==> src/rtl/irq_agg_pkg.sv <==
package irq_agg_pkg;

    localparam int unsigned DEF_NUM_CH      = 4;
    localparam int unsigned DEF_FILT_CYCLES = 64;

    // Converts active-low filtered levels into an active-high request vector.
    function automatic logic [DEF_NUM_CH-1:0] to_active(input logic [DEF_NUM_CH-1:0] lvl_n);
        return ~lvl_n;
    endfunction

endpackage

==> src/rtl/irq_sync.sv <==
module irq_sync #(
    parameter int unsigned WIDTH = 4
) (
    input  logic             clk_i,
    input  logic             rst_ni,
    input  logic [WIDTH-1:0] async_i,
    output logic [WIDTH-1:0] sync_o
);

    typedef struct packed {
        logic [WIDTH-1:0] meta;
        logic [WIDTH-1:0] stable;
    } sync_t;

    sync_t st_d, st_q;

    always_comb begin
        st_d        = st_q;
        st_d.meta   = async_i;
        st_d.stable = st_q.meta;
    end

    // Reset to all-ones: every line reads inactive.
    always_ff @(posedge clk_i or negedge rst_ni) begin
        if (!rst_ni) begin
            st_q <= '{meta: '1, stable: '1};
        end else begin
            st_q <= st_d;
        end
    end

    assign sync_o = st_q.stable;

endmodule

==> src/rtl/irq_filter.sv <==
module irq_filter #(
    parameter int unsigned FILT_CYCLES = 64
) (
    input  logic clk_i,
    input  logic rst_ni,
    input  logic din_i,
    output logic level_o
);

    localparam int unsigned CNT_W = (FILT_CYCLES > 2) ? $clog2(FILT_CYCLES) : 1;
    localparam logic [CNT_W-1:0] LAST = CNT_W'(FILT_CYCLES - 1);

    typedef struct packed {
        logic             level;
        logic [CNT_W-1:0] cnt;
    } flt_t;

    flt_t st_d, st_q;

    always_comb begin
        st_d = st_q;
        if (din_i == st_q.level) begin
            st_d.cnt = '0;
        end else if (st_q.cnt == LAST) begin
            st_d.level = din_i;
            st_d.cnt   = '0;
        end else begin
            st_d.cnt = st_q.cnt + 1'b1;
        end
    end

    always_ff @(posedge clk_i or negedge rst_ni) begin
        if (!rst_ni) begin
            st_q <= '{level: 1'b1, cnt: '0};
        end else begin
            st_q <= st_d;
        end
    end

    assign level_o = st_q.level;

    // the accepted level flips only after a full run of mismatches.
    assert_filter_run_R5: assert property (@(posedge clk_i) disable iff (!rst_ni)
        (st_q.level != $past(st_q.level)) |-> ($past(st_q.cnt) == LAST));

    // a flip always moves toward the synchronized input level.
    assert_filter_target_R1: assert property (@(posedge clk_i) disable iff (!rst_ni)
        (st_q.level != $past(st_q.level)) |-> (st_q.level == $past(din_i)));

endmodule

==> src/rtl/irq_snapshot.sv <==
module irq_snapshot #(
    parameter int unsigned WIDTH = 4
) (
    input  logic             clk_i,
    input  logic             rst_ni,
    input  logic             capture_i,
    input  logic [WIDTH-1:0] active_i,
    output logic [WIDTH-1:0] status_o
);

    typedef struct packed {
        logic [WIDTH-1:0] snap;
    } snap_t;

    snap_t st_d, st_q;

    always_comb begin
        st_d = st_q;
        if (capture_i) begin
            st_d.snap = active_i;
        end
    end

    always_ff @(posedge clk_i or negedge rst_ni) begin
        if (!rst_ni) begin
            st_q <= '{snap: '0};
        end else begin
            st_q <= st_d;
        end
    end

    assign status_o = st_q.snap;

    // without a strobe the snapshot does not move.
    assert_status_hold_R8: assert property (@(posedge clk_i) disable iff (!rst_ni)
        !capture_i |=> $stable(status_o));

    // a strobe loads the active vector seen at that edge.
    assert_status_load_R7: assert property (@(posedge clk_i) disable iff (!rst_ni)
        capture_i |=> (status_o == $past(active_i)));

endmodule

==> src/rtl/irq_aggregator.sv <==
module irq_aggregator
    import irq_agg_pkg::*;
#(
    parameter int unsigned NUM_CH      = DEF_NUM_CH,
    parameter int unsigned FILT_CYCLES = DEF_FILT_CYCLES
) (
    input  logic              clk_i,
    input  logic              rst_ni,
    input  logic [NUM_CH-1:0] irq_n_i,
    input  logic              capture_i,
    output logic              irq_oe_o,
    output logic [NUM_CH-1:0] status_o
);

    logic [NUM_CH-1:0] sync_n;
    logic [NUM_CH-1:0] filt_n;
    logic [NUM_CH-1:0] active;

    irq_sync #(.WIDTH(NUM_CH)) u_sync (
        .clk_i   (clk_i),
        .rst_ni  (rst_ni),
        .async_i (irq_n_i),
        .sync_o  (sync_n)
    );

    // One glitch filter per channel; no selection gates any of them.
    for (genvar ch = 0; ch < NUM_CH; ch++) begin : g_filt
        irq_filter #(.FILT_CYCLES(FILT_CYCLES)) u_filt (
            .clk_i   (clk_i),
            .rst_ni  (rst_ni),
            .din_i   (sync_n[ch]),
            .level_o (filt_n[ch])
        );
    end

    assign active = ~filt_n;

    irq_snapshot #(.WIDTH(NUM_CH)) u_snap (
        .clk_i     (clk_i),
        .rst_ni    (rst_ni),
        .capture_i (capture_i),
        .active_i  (active),
        .status_o  (status_o)
    );

    typedef struct packed {
        logic oe;
    } out_t;

    out_t out_d, out_q;

    always_comb begin
        out_d    = out_q;
        out_d.oe = |active;
    end

    always_ff @(posedge clk_i or negedge rst_ni) begin
        if (!rst_ni) begin
            out_q <= '{oe: 1'b0};
        end else begin
            out_q <= out_d;
        end
    end

    assign irq_oe_o = out_q.oe;

    // the pin drive starts only when some filtered channel was active.
    assert_oe_rise_R2: assert property (@(posedge clk_i) disable iff (!rst_ni)
        $rose(irq_oe_o) |-> ($past(filt_n) != '1));

    // the pin is released only once every channel has been released.
    assert_oe_fall_R9: assert property (@(posedge clk_i) disable iff (!rst_ni)
        $fell(irq_oe_o) |-> ($past(filt_n) == '1));

endmodule

==> config.mk <==
export PLATFORM = sky130hd
export DESIGN_NAME = irq_aggregator
export DESIGN_NICKNAME = d
export VERILOG_FILES = /design/src/rtl/irq_agg_pkg.sv /design/src/rtl/irq_sync.sv /design/src/rtl/irq_filter.sv /design/src/rtl/irq_snapshot.sv /design/src/rtl/irq_aggregator.sv
export SDC_FILE = /design/constraint.sdc
export NUM_CORES = 1
export LEC_CHECK = 0
export BUFFER_PORTS_ARGS = -buffer_cell sky130_fd_sc_hd__buf_4
export CORE_ASPECT_RATIO = 0.7
export CORE_MARGIN = 3
export CORE_UTILIZATION = 58
export DETAILED_ROUTE_END_ITERATION = 8
export PLACE_DENSITY = 0.84
export SYNTH_ARGS = -nofsm -noshare
export SYNTH_HDL_FRONTEND = slang
export SYNTH_SLANG_ARGS = --single-unit
==> constraint.sdc <==
create_clock -name clk_i -period 1.5 [get_ports clk_i]
set_input_delay 0.225 -clock clk_i [delete_from_list [all_inputs] [get_ports clk_i]]
set_output_delay 0.225 -clock clk_i [all_outputs]
set_load 0.01 [all_outputs]
==> results of run 1 <==
metrics by stage:
step	setup slack, ps	instances	utilization (%)
finish	142.2	192	73.38
global route	27.37	192	73.38
detailed placement	153.6	183	68.84
CTS	141.6	192	73.38
global placement	234.7	183	68.84
floorplan	263.3	139	-
power by group through the flow:
stage                     Clock, mW  Combinational [mW]  Sequential [mW]
after floorplan                   0              0.0628             1.20
after global placement            0               0.103             1.20
after CTS                     0.872               0.115             1.19
after global routing          0.922               0.129             1.20
after detailed placement          0               0.109             1.21
final                         0.858               0.111             1.19
cell type report:
type | instances | area (um^2) | area share [%]
Clock buffer | 6 | 72.57 | 3.818
Clock inverter | 2 | 35.03 | 1.843
Inverter | 4 | 15.01 | 0.7900
Multi-Input combinational cell | 93 | 601.8 | 31.67
Sequential cell | 41 | 1041 | 54.77
Tap cell | 34 | 42.54 | 2.238
Timing Repair Buffer | 12 | 92.59 | 4.872
layout by cell type, fill, tap and decap left out, types with 3 or more instances in the layout:
cell type,instances
o21bai_1,4
nand3_1,9
nand3_2,3
inv_1,4
xor2_1,8
clkbuf_8,5
mux2_2,4
ha_1,4
or3_1,4
buf_4,11
xnor2_1,8
dfrtp_1,29
dfstp_2,12
mux2i_1,4
a21oi_1,8
nor2b_1,4
o21ai_0,4
nand2_1,8
nor2_1,20
final timing paths:
| kind | startpoint | slack [ps] | to |
|---|---|---|---|
| hold reg to reg | u_sync.st_d[3] | 350 | u_sync.sync_o[3] |
| setup reg to reg | g_filt[3].u_filt.st_q[0] | 140 | g_filt[3].u_filt.level_o |
| max in group asynchronous | rst_ni | 690 | u_sync.sync_o[2] |
| hold / removal | irq_n_i[2] | 40 | u_sync.st_d[2] |
| min in group asynchronous | rst_ni | 430 | g_filt[3].u_filt.st_q[4] |
| setup / recovery | g_filt[3].u_filt.st_q[0] | 140 | g_filt[3].u_filt.level_o |
what timing repair did:
item / CTS / global route
hold buffers: 1 / 0
gates resized for setup: 0 / 0
buffers inserted: 0 / 0
endpoints found under the hold margin: 29 / 0
setup endpoints to repair: 0 / 0
logic make-up (layout without fill, tap and decap cells):
| group | Yosys count | count (layout) | share of synthesized area [%] |
|---|---|---|---|
| AO/OA/AOI/OAI | 16 | 16 | 5.422 |
| XOR/XNOR | 16 | 16 | 8.434 |
| adder cells (fa/ha/maj) | 4 | 4 | 3.012 |
| buffers and inverters | 5 | 24 | 1.129 |
| flip-flops | 41 | 41 | 62.65 |
| multiplexers | 8 | 8 | 5.120 |
| AND/OR/NAND/NOR | 49 | 49 | 14.23 |
critical path, stage by stage (launching register included):
cell     delay [ps]
dfrtp_1         410
ha_1            250
nand3_1         160
nor2_1          140
mux2_2          330
routing by layer:
metal | vias up | routed length (um) | track usage (%)
met5 | - | 0 | 0
met4 | 0 | 19 | 6.688
met3 | 4 | 123 | 5.400
met2 | 22 | 1346 | 32.45
met1 | 521 | 1237 | 20.34
li1 | 499 | - | -
state kept, by name (all words and copies together) (netlist names):
name	count
g_filt.u_filt.level_o	4
g_filt.u_filt.st_q	24
irq_oe_o	1
u_sync.st_d	4
u_snap.status_o	4
u_sync.sync_o	4
==> metrics, run 1 <==
status finished clean; fill count around 180; Power Internal 1.695 mW; CTS root buffer clkbuf_8; endpoints failing hold 0; fin crit share 90.52%; hold slack between 30 and 40 ps; GPL Wtd Cong 0.8271; clock skew ~7.5 ps; Core ar. 2590 um^2; area grow syn2layout 14.38%; Final HPWL DP 1794 um; power per cell area 1136 nW/um^2; CTS buffer count 5; CP Launch Type register; Die Ht 50.78 um; Clock power frac 39.7%; post-synth top area share around 44%; Ys Warns 0; Hold Path Depth 1; CTS Sinks 41; clk_lat worst skew around 290 ps; first-pass GRT wire length 4954 um; Worst-Margin Slew 486.5 ps; Avg Cell Area, Syn 11.95 um^2; Worst VDD drop 1048 uV; DRT Pass-1 Iters 4; switching share of power 21.50%; total power 2.160 mW; initial antenna violation count 0; Vias/cell 5.448; Post-synth EDFFs 0; Worst EP arrival 1580 ps; placed inst area 1783 um^2; RSZ-0062 raised after global routing no; Seq cells post-synth 41; kind of critical path register to register; CTS max path bufs 2; vias in the first global route 1151; worst min-delay path class input pin to register; # H-tree levels 2; Max-Cap Viols 0; largest net degree at the start of global routing 42; synth top area cells dfrtp_1 44%, dfstp_2 19%, nor2_1 4.5%; cell count after synthesis 139; Initial Utilization between 60 and 70%; design area 1901 um^2; ANT cells 0; critical path fanouts, max 5; Seq/Total Area, Yosys between 60% and 70%; Post-Route WL between 2000 and 3000 um; DIE WIDTH between 60 and 70 um; Peak Freq about 740 MHz; Worst Reg2Reg Path Length in Cells 4; area leader, netlist dfrtp_1; post-layout net count 168; Mapped Area 1662 um^2; Primary FF master, synth dfrtp_1; routed vias 1046; Routed Antenna Nets 0; I/O Buffers 11; Final setup viols 0; TritonCTS clock tree done; CP Data Required Time about 1700 ps; commonest cells in the synthesized netlist 29 x dfrtp_1, 20 x nor2_1, 12 x dfstp_2; setup_tns 0 ps; power share of the sequential group 55.1%; DIE AREA 3553 um^2; max_slew headroom 67.57%; Syn Nets 150; num ports 12; layout cell share with drive strength beyond 1 a little under a quarter; DR WL/cell around 14 um; GRT Residual Overflow 0; top-count cell post-synth dfrtp_1; crit end category register; row count 15; Iter 0 DRT Violations 77; Leak 0.8263 nW; Distinct cells, synth 19; combinational power share under 10%; DRC 0; P_sw 0.4644 mW; fraction of registers with async set/reset 100.0%; Max Transition Viols Final 0; Overall Global Routing Usage 18.01%; clock-pin slew on the worst setup and hold paths ~80 ps; crit path time final about 1400 ps
No activity file was read; power rests on OpenSTA's default activity.
==> run 2: changes to the inputs <==
Settings changed: BUFFER_PORTS_ARGS -buffer_cell sky130_fd_sc_hd__buf_4 to not set, CORE_UTILIZATION 58 to 60, DONT_BUFFER_PORTS set to 1, PLACE_DENSITY 0.84 to 0.87, SYNTH_HIERARCHICAL set to 1.
==> metrics, run 2 <==
worst min-delay path class input pin to register; Ys Warns 6 (+6); synth top area cells dfrtp_1 43%, dfstp_2 19%, xor2_1 6.2%; critical path launch point g_filt[3].u_filt/st_q[0]; row count 15 (unchanged); clock-pin slew on the worst setup and hold paths 70 ps (about the same); clock skew 3.463 ps (-4.032 ps); initial antenna violation count 0 (unchanged); Worst Setup EP g_filt[3].u_filt/level_o; Final setup viols 0 (unchanged); Vias/cell 5.398 (-0.92%); TritonCTS clock tree done; ANT cells 0 (unchanged); Peak Freq 724.7 MHz (-1.6%); num ports 12 (unchanged); crit end category register; clk_lat worst skew 280 ps (about the same); CTS Sinks 41 (unchanged); max_slew headroom 75.52% (+8.0 points); M2 GR Usage 31.01% (-1.4 points); hold slack 97.47 ps (+59.56 ps); Leak 0.7650 nW (-7.4%); setup_tns 0 ps (unchanged); GPL Wtd Cong 0.8212 (-0.71%); kind of critical path register to register; Iter 0 DRT Violations 55 (-29%); power per cell area 1064 nW/um^2 (-6.3%); DIE WIDTH 69.30 um (-0.96%); Overall Global Routing Usage 18.30% (+0.29 points); GR met3 Demand/Resource 6.000% (+0.60 points); Initial Utilization 65.45% (+1.3 points); Worst Reg2Reg Path Length in Cells 4 (unchanged); CTS root buffer clkbuf_8; # H-tree levels 2 (unchanged); Worst VDD drop 764.0 uV (-27%); Distinct cells, synth 17 (-2); Core ar. 2571 um^2 (-0.72%); critical path fanouts, max 3 (-2); RSZ-0062 raised after global routing no; post-synth top area share 43.12% (-0.55 points); I/O Buffers 0 (-11); Primary FF master, synth dfrtp_1; Max Transition Viols Final 0 (unchanged); Routed Antenna Nets 0 (unchanged); most frequent cells in the layout 29 x dfrtp_1, 20 x nor2_1, 12 x xor2_1, 12 x dfstp_2; DRC 0 (unchanged); FF-to-FF End g_filt[3].u_filt/level_o; Setup Buffers After CTS 0 (unchanged); status finished clean; CTS max path bufs 2 (unchanged); DIE AREA 3486 um^2 (-1.9%); fin crit share 91.99% (+1.5 points); Die Ht 50.31 um (-0.93%); r2r setup slk 120 ps (-20 ps); met1 Usage GRT 21.27% (+0.92 points); CP Data Required Time 1710 ps (about the same); post-layout net count 162 (-3.6%); Mapped Area 1683 um^2 (+1.3%); Syn Nets 149 (-0.67%); Avg Cell Area, Syn 12.19 um^2 (+2.0%); crit path time final 1380 ps (+22.13 ps); top-count cell post-synth dfrtp_1; DR WL/cell 14.99 um (+5.5%); commonest non-fill, non-tap cell in the layout dfrtp_1; Top reg by flops g_filt.u_filt/st_q; commonest cells in the synthesized netlist 29 x dfrtp_1, 20 x nor2_1, 12 x dfstp_2, 12 x xor2_1; setup ws final 120.1 ps (-22.13 ps); largest net degree at the start of global routing 42 (unchanged); fin util 73.33% (about the same); area grow syn2layout 12.04%; CTS buffer count 5 (unchanged); Post-Route WL 2788 um (+2.2%); Max-Cap Viols 0 (unchanged); GRT Residual Overflow 0 (unchanged); layout cell share with drive strength beyond 1 23.03% (-0.39 points); CP Launch Type register; DRT Pass-1 Iters 4 (unchanged); Seq/Total Area, Yosys 61.86% (-0.79 points); Final HPWL DP 1846 um (+2.9%); Hold-fix buffers, CTS 6 (+5); vias in the first global route 1081 (-6.1%); Seq cells post-synth 41 (unchanged); Worst EP arrival 1590 ps (about the same); endpoints failing hold 0 (unchanged); first-pass GRT wire length 4836 um (-2.4%); Post-synth EDFFs 0 (unchanged); busiest grt layer met2; cell count after synthesis 138 (-0.72%); dpl ws 245.4 ps (+91.77 ps); worst r2r src g_filt[3].u_filt/st_q[0]; Post-CTS Resized 0 (unchanged); Worst-Margin Slew 363.4 ps (-123.1 ps); max reg flops 24 (unchanged); fraction of registers with async set/reset 100.0% (unchanged); routed vias 1004 (-4.0%); area leader, netlist dfrtp_1
==> run 2: kinds of logic (layout without fill, tap and decap cells) <==
group                      Yosys count  after routing  share of synthesized area (%)
AOI/OAI and AO/OA                   12             12                          3.569
xor gates and xnor gates            20             20                          10.41
adders and majority gates            4              4                          2.974
buffers and inverters                4             18                         0.8919
DFF                                 41             41                          61.86
muxes                                8              8                          5.353
and+or+nand+nor                     49             49                          14.94
==> run 2: cell type report <==
type                            count  area, um^2
Sequential cell                    41        1041
Timing Repair Buffer                6       70.07
Multi-Input combinational cell     93       626.9
Inverter                            4       15.01
Tap cell                           34       42.54
Clock buffer                        8       90.09
Fill cell                         153       685.7
==> run 2: per-layer routing <==
| layer | part of all wire [%] | routed length, um |
|---|---|---|
| met4 | 2.2 | 60 |
| met1 | 46 | 1270 |
| met2 | 48 | 1346 |
| met5 | 0 | 0 |
| met3 | 4.0 | 111 |
==> run 2: where the power goes <==
| part | internal, mW | leakage, nW | switching [mW] | total, mW |
|---|---|---|---|---|
| registers | 1.15 | 0.494 | 0.0370 | 1.19 |
| clock network | 0.375 | 0.0455 | 0.341 | 0.716 |
| logic | 0.0471 | 0.225 | 0.0544 | 0.102 |
==> run 2: worst min-delay path by stage <==
stage	startpoint	endpoint	slack, ps	depth (start not counted)
after global routing	capture_i	u_snap/status_o[3]	90	1
after detailed placement	rst_ni	g_filt[0].u_filt/st_q[4]	-70	0
after floorplan	rst_ni	g_filt[0].u_filt/st_q[0]	-70	0
final	capture_i	u_snap/status_o[0]	100	1
after CTS	capture_i	u_snap/status_o[3]	90	1
after global placement	rst_ni	g_filt[0].u_filt/st_q[4]	-70	0
==> run 2: through the flow <==
step | std cells | total power, mW | area (um^2)
after detailed placement | 172 | 1.268 | 1725
after CTS | 186 | 2.017 | 1886
after global placement | 172 | 1.262 | 1725
final | 186 | 2.007 | 1886
after global routing | 186 | 2.097 | 1886
after floorplan | 138 | 1.250 | 1683
==> run 2: worst max-delay path: stages, from the launching register on <==
cell and delay [ps]:
dfrtp_1 410, ha_1 240, nand2_1 90, nor2_1 200, mux2_2 360
==> run 3: changes to the inputs <==
Settings changed: ABC_AREA set to 1.
==> metrics, run 3 <==
status finished clean; Clock power frac 33.3% (-2.4 points); Initial Utilization 64.17% (-1.3 points); DIE WIDTH 71.91 um (+3.8%); Max Transition Viols Final 0 (unchanged); Avg Cell Area, Syn 8.986 um^2 (-26%); critical path fanouts, max 4 (+1); setup_tns 0 ps (unchanged); Worst-Margin Slew 213.8 ps (-149.6 ps); vias in the first global route 1191 (+10%); Iter 0 DRT Violations 79 (+44%); I/O Buffers 0 (unchanged); clock skew 4.051 ps (+0.5879 ps); Distinct cells, synth 15 (-2); DRC 0 (unchanged); crit end category register; CTS max path bufs 2 (unchanged); routed vias 1238 (+23%); crit path time final 1171 ps (-208.5 ps); area grow syn2layout 10.56%; CP Data Required Time 1710 ps (about the same); Leak 0.9726 nW (+27%); Seq/Total Area, Yosys 57.06% (-4.8 points); Hold-fix buffers, CTS 6 (unchanged); kind of critical path register to register; Mapped Area 1824 um^2 (+8.4%); synth top area cells dfrtp_1 40%, dfstp_2 17%, nand2_1 10%; crit-path cells ha_1 > nand2_1 > inv_2 > nand2_2 > nand2_1 > nor2_1; Syn Nets 214 (+44%); clock-pin slew on the worst setup and hold paths 70 ps (about the same); Post-synth EDFFs 0 (unchanged); DR WL/cell 11.71 um (-22%); Final HPWL DP 2038 um (+10%); Post-CTS Resized 0 (unchanged); TritonCTS clock tree done; fraction of registers with async set/reset 100.0% (unchanged); Vias/cell 4.913 (-9.0%); Core ar. 2843 um^2 (+11%); layout cell share with drive strength beyond 1 22.22% (-0.80 points); Crit path largest cell delay 420 ps (about the same); Final setup viols 0 (unchanged); post-synth top area share 39.78% (-3.3 points); Worst Path Buf+Inv 1 (+1); Ys Warns 6 (unchanged); CTS buffer count 5 (unchanged); Max-Cap Viols 0 (unchanged); first-pass GRT wire length 5092 um (+5.3%); slowest CP cell dfrtp_1; max_slew headroom 85.75% (+10 points); DRT Pass-1 Iters 5 (+1); Non-Filler Instances 252 (+35%); num ports 12 (unchanged); RSZ-0062 raised after global routing no; max reg flops 24 (unchanged); worst min-delay path class input pin to register; commonest cells in the synthesized netlist 51 x nand2_1, 29 x dfrtp_1, 26 x inv_1; P_sw 0.4530 mW (+4.7%); row count 16 (+1); Worst EP arrival 1380 ps (-210 ps); area leader, netlist dfrtp_1; GPL Wtd Cong 0.7972 (-2.9%); Crit path top cell by count nand2_1; power share of the sequential group 60.7% (+1.5 points); ANT cells 0 (unchanged); CTS root buffer clkbuf_8; Setup Buffers After CTS 0 (unchanged); Seq cells post-synth 41 (unchanged); Overall Global Routing Usage 18.70% (+0.40 points); CP Launch Type register; most frequent cells in the layout 51 x nand2_1, 29 x dfrtp_1, 26 x inv_1, 24 x nor2_1; Routed Antenna Nets 0 (unchanged); GRT Residual Overflow 0 (unchanged); Power Internal 1.521 mW (-3.4%); Peak Freq 853.7 MHz (+18%); endpoints failing hold 0 (unchanged); top-count cell post-synth nand2_1; DIE AREA 3749 um^2 (+7.5%); crit-path leading delay family flip-flops; cell count after synthesis 203 (+47%); initial antenna violation count 0 (unchanged); post-layout net count 227 (+40%); Post-Route WL 2950 um (+5.8%); clk_lat worst skew 290 ps (about the same); commonest non-fill, non-tap cell in the layout nand2_1; CTS Sinks 41 (unchanged); Primary FF master, synth dfrtp_1; Placed Cells 239 (+39%); Worst VDD drop 690.5 uV (-9.6%); power per cell area 978.6 nW/um^2 (-8.1%); combinational power share 6.0% (+0.9 points); switching share of power 22.95% (+1.4 points); largest net degree at the start of global routing 42 (unchanged); Die Ht 52.14 um (+3.6%); Top reg by flops g_filt.u_filt/st_q; fin crit share 78.09% (-14 points); # H-tree levels 2 (unchanged)
==> run 3: cell count changes after synthesis, sizes merged, moves of 8 or more <==
cell / delta
mux2: -8
nor2: +8
inv: +31
xnor2: -8
xor2: -8
nand2: +55
==> run 3: power groups by stage <==
stage	clock (mW)	combinational [mW]	sequential, mW
floorplan	0	0.0657	1.21
global placement	0	0.0760	1.22
detailed placement	0	0.0820	1.22
CTS	0.688	0.121	1.20
global route	0.745	0.139	1.20
finish	0.657	0.119	1.20
==> run 3: cell type report <==
| type | instances | area (um^2) |
|---|---|---|
| multi-input combinational | 127 | 651.9 |
| tap | 36 | 45.04 |
| clock buffer | 6 | 72.57 |
| inverter | 35 | 131.4 |
| clock inverter | 1 | 5.005 |
| fill | 205 | 825.8 |
| timing repair buffer | 6 | 70.07 |
| sequential | 41 | 1041 |
==> run 3: path summary, 6_finish.rpt <==
path,end,depth (start not counted),slack (ps),startpoint
setup reg to reg,g_filt[0].u_filt/st_q[0],6,330,g_filt[0].u_filt/st_q[0]
hold / removal,u_snap/status_o[0],2,50,capture_i
setup / recovery,g_filt[0].u_filt/st_q[0],6,330,g_filt[0].u_filt/st_q[0]
min in group asynchronous,g_filt[0].u_filt/st_q[3],2,390,rst_ni
max in group asynchronous,u_sync/st_d[0],2,850,rst_ni
hold reg to reg,u_sync/sync_o[3],0,360,u_sync/st_d[3]
==> run 3: through the flow <==
| stage | power (mW) | hold WS (ps) | cell area (um^2) | util (%) | worst slack, ps |
|---|---|---|---|---|---|
| floorplan | 1.274 | -70.59 | 1824 | - | 492.1 |
| global placement | 1.292 | -69.31 | 1869 | 65.76 | 419.8 |
| detailed placement | 1.298 | -69.46 | 1869 | 65.76 | 376.1 |
| CTS | 2.005 | 32.01 | 2017 | 70.95 | 346.8 |
| global route | 2.088 | 35.10 | 2017 | 70.95 | 268.6 |
| finish | 1.974 | 46.45 | 2017 | 70.95 | 328.6 |
==> run 3: cell families after synthesis <==
kind of cell | count (synthesis) | share of synthesized area (%)
adder cells (fa/ha/maj) | 4 | 2.744
flip-flops | 41 | 57.06
AND/OR/NAND/NOR | 103 | 25.86
XOR/XNOR | 4 | 1.920
buffers and inverters | 35 | 7.201
AO/OA/AOI/OAI | 16 | 5.213
==> run 3: worst reg2reg max path, cell delays in order, from the launching register on <==
cell	delay, ps
dfrtp_1	420
ha_1	230
nand2_1	90
inv_2	50
nand2_2	90
nand2_1	90
nor2_1	130
==> run 3: layer usage <==
layer | vias up | wire (um) | global-route usage [%]
li1 | 638 | - | -
met4 | 0 | 35 | 6.250
met3 | 3 | 162 | 8.687
met2 | 32 | 1307 | 28.66
met5 | - | 0 | 0
met1 | 565 | 1444 | 23.49
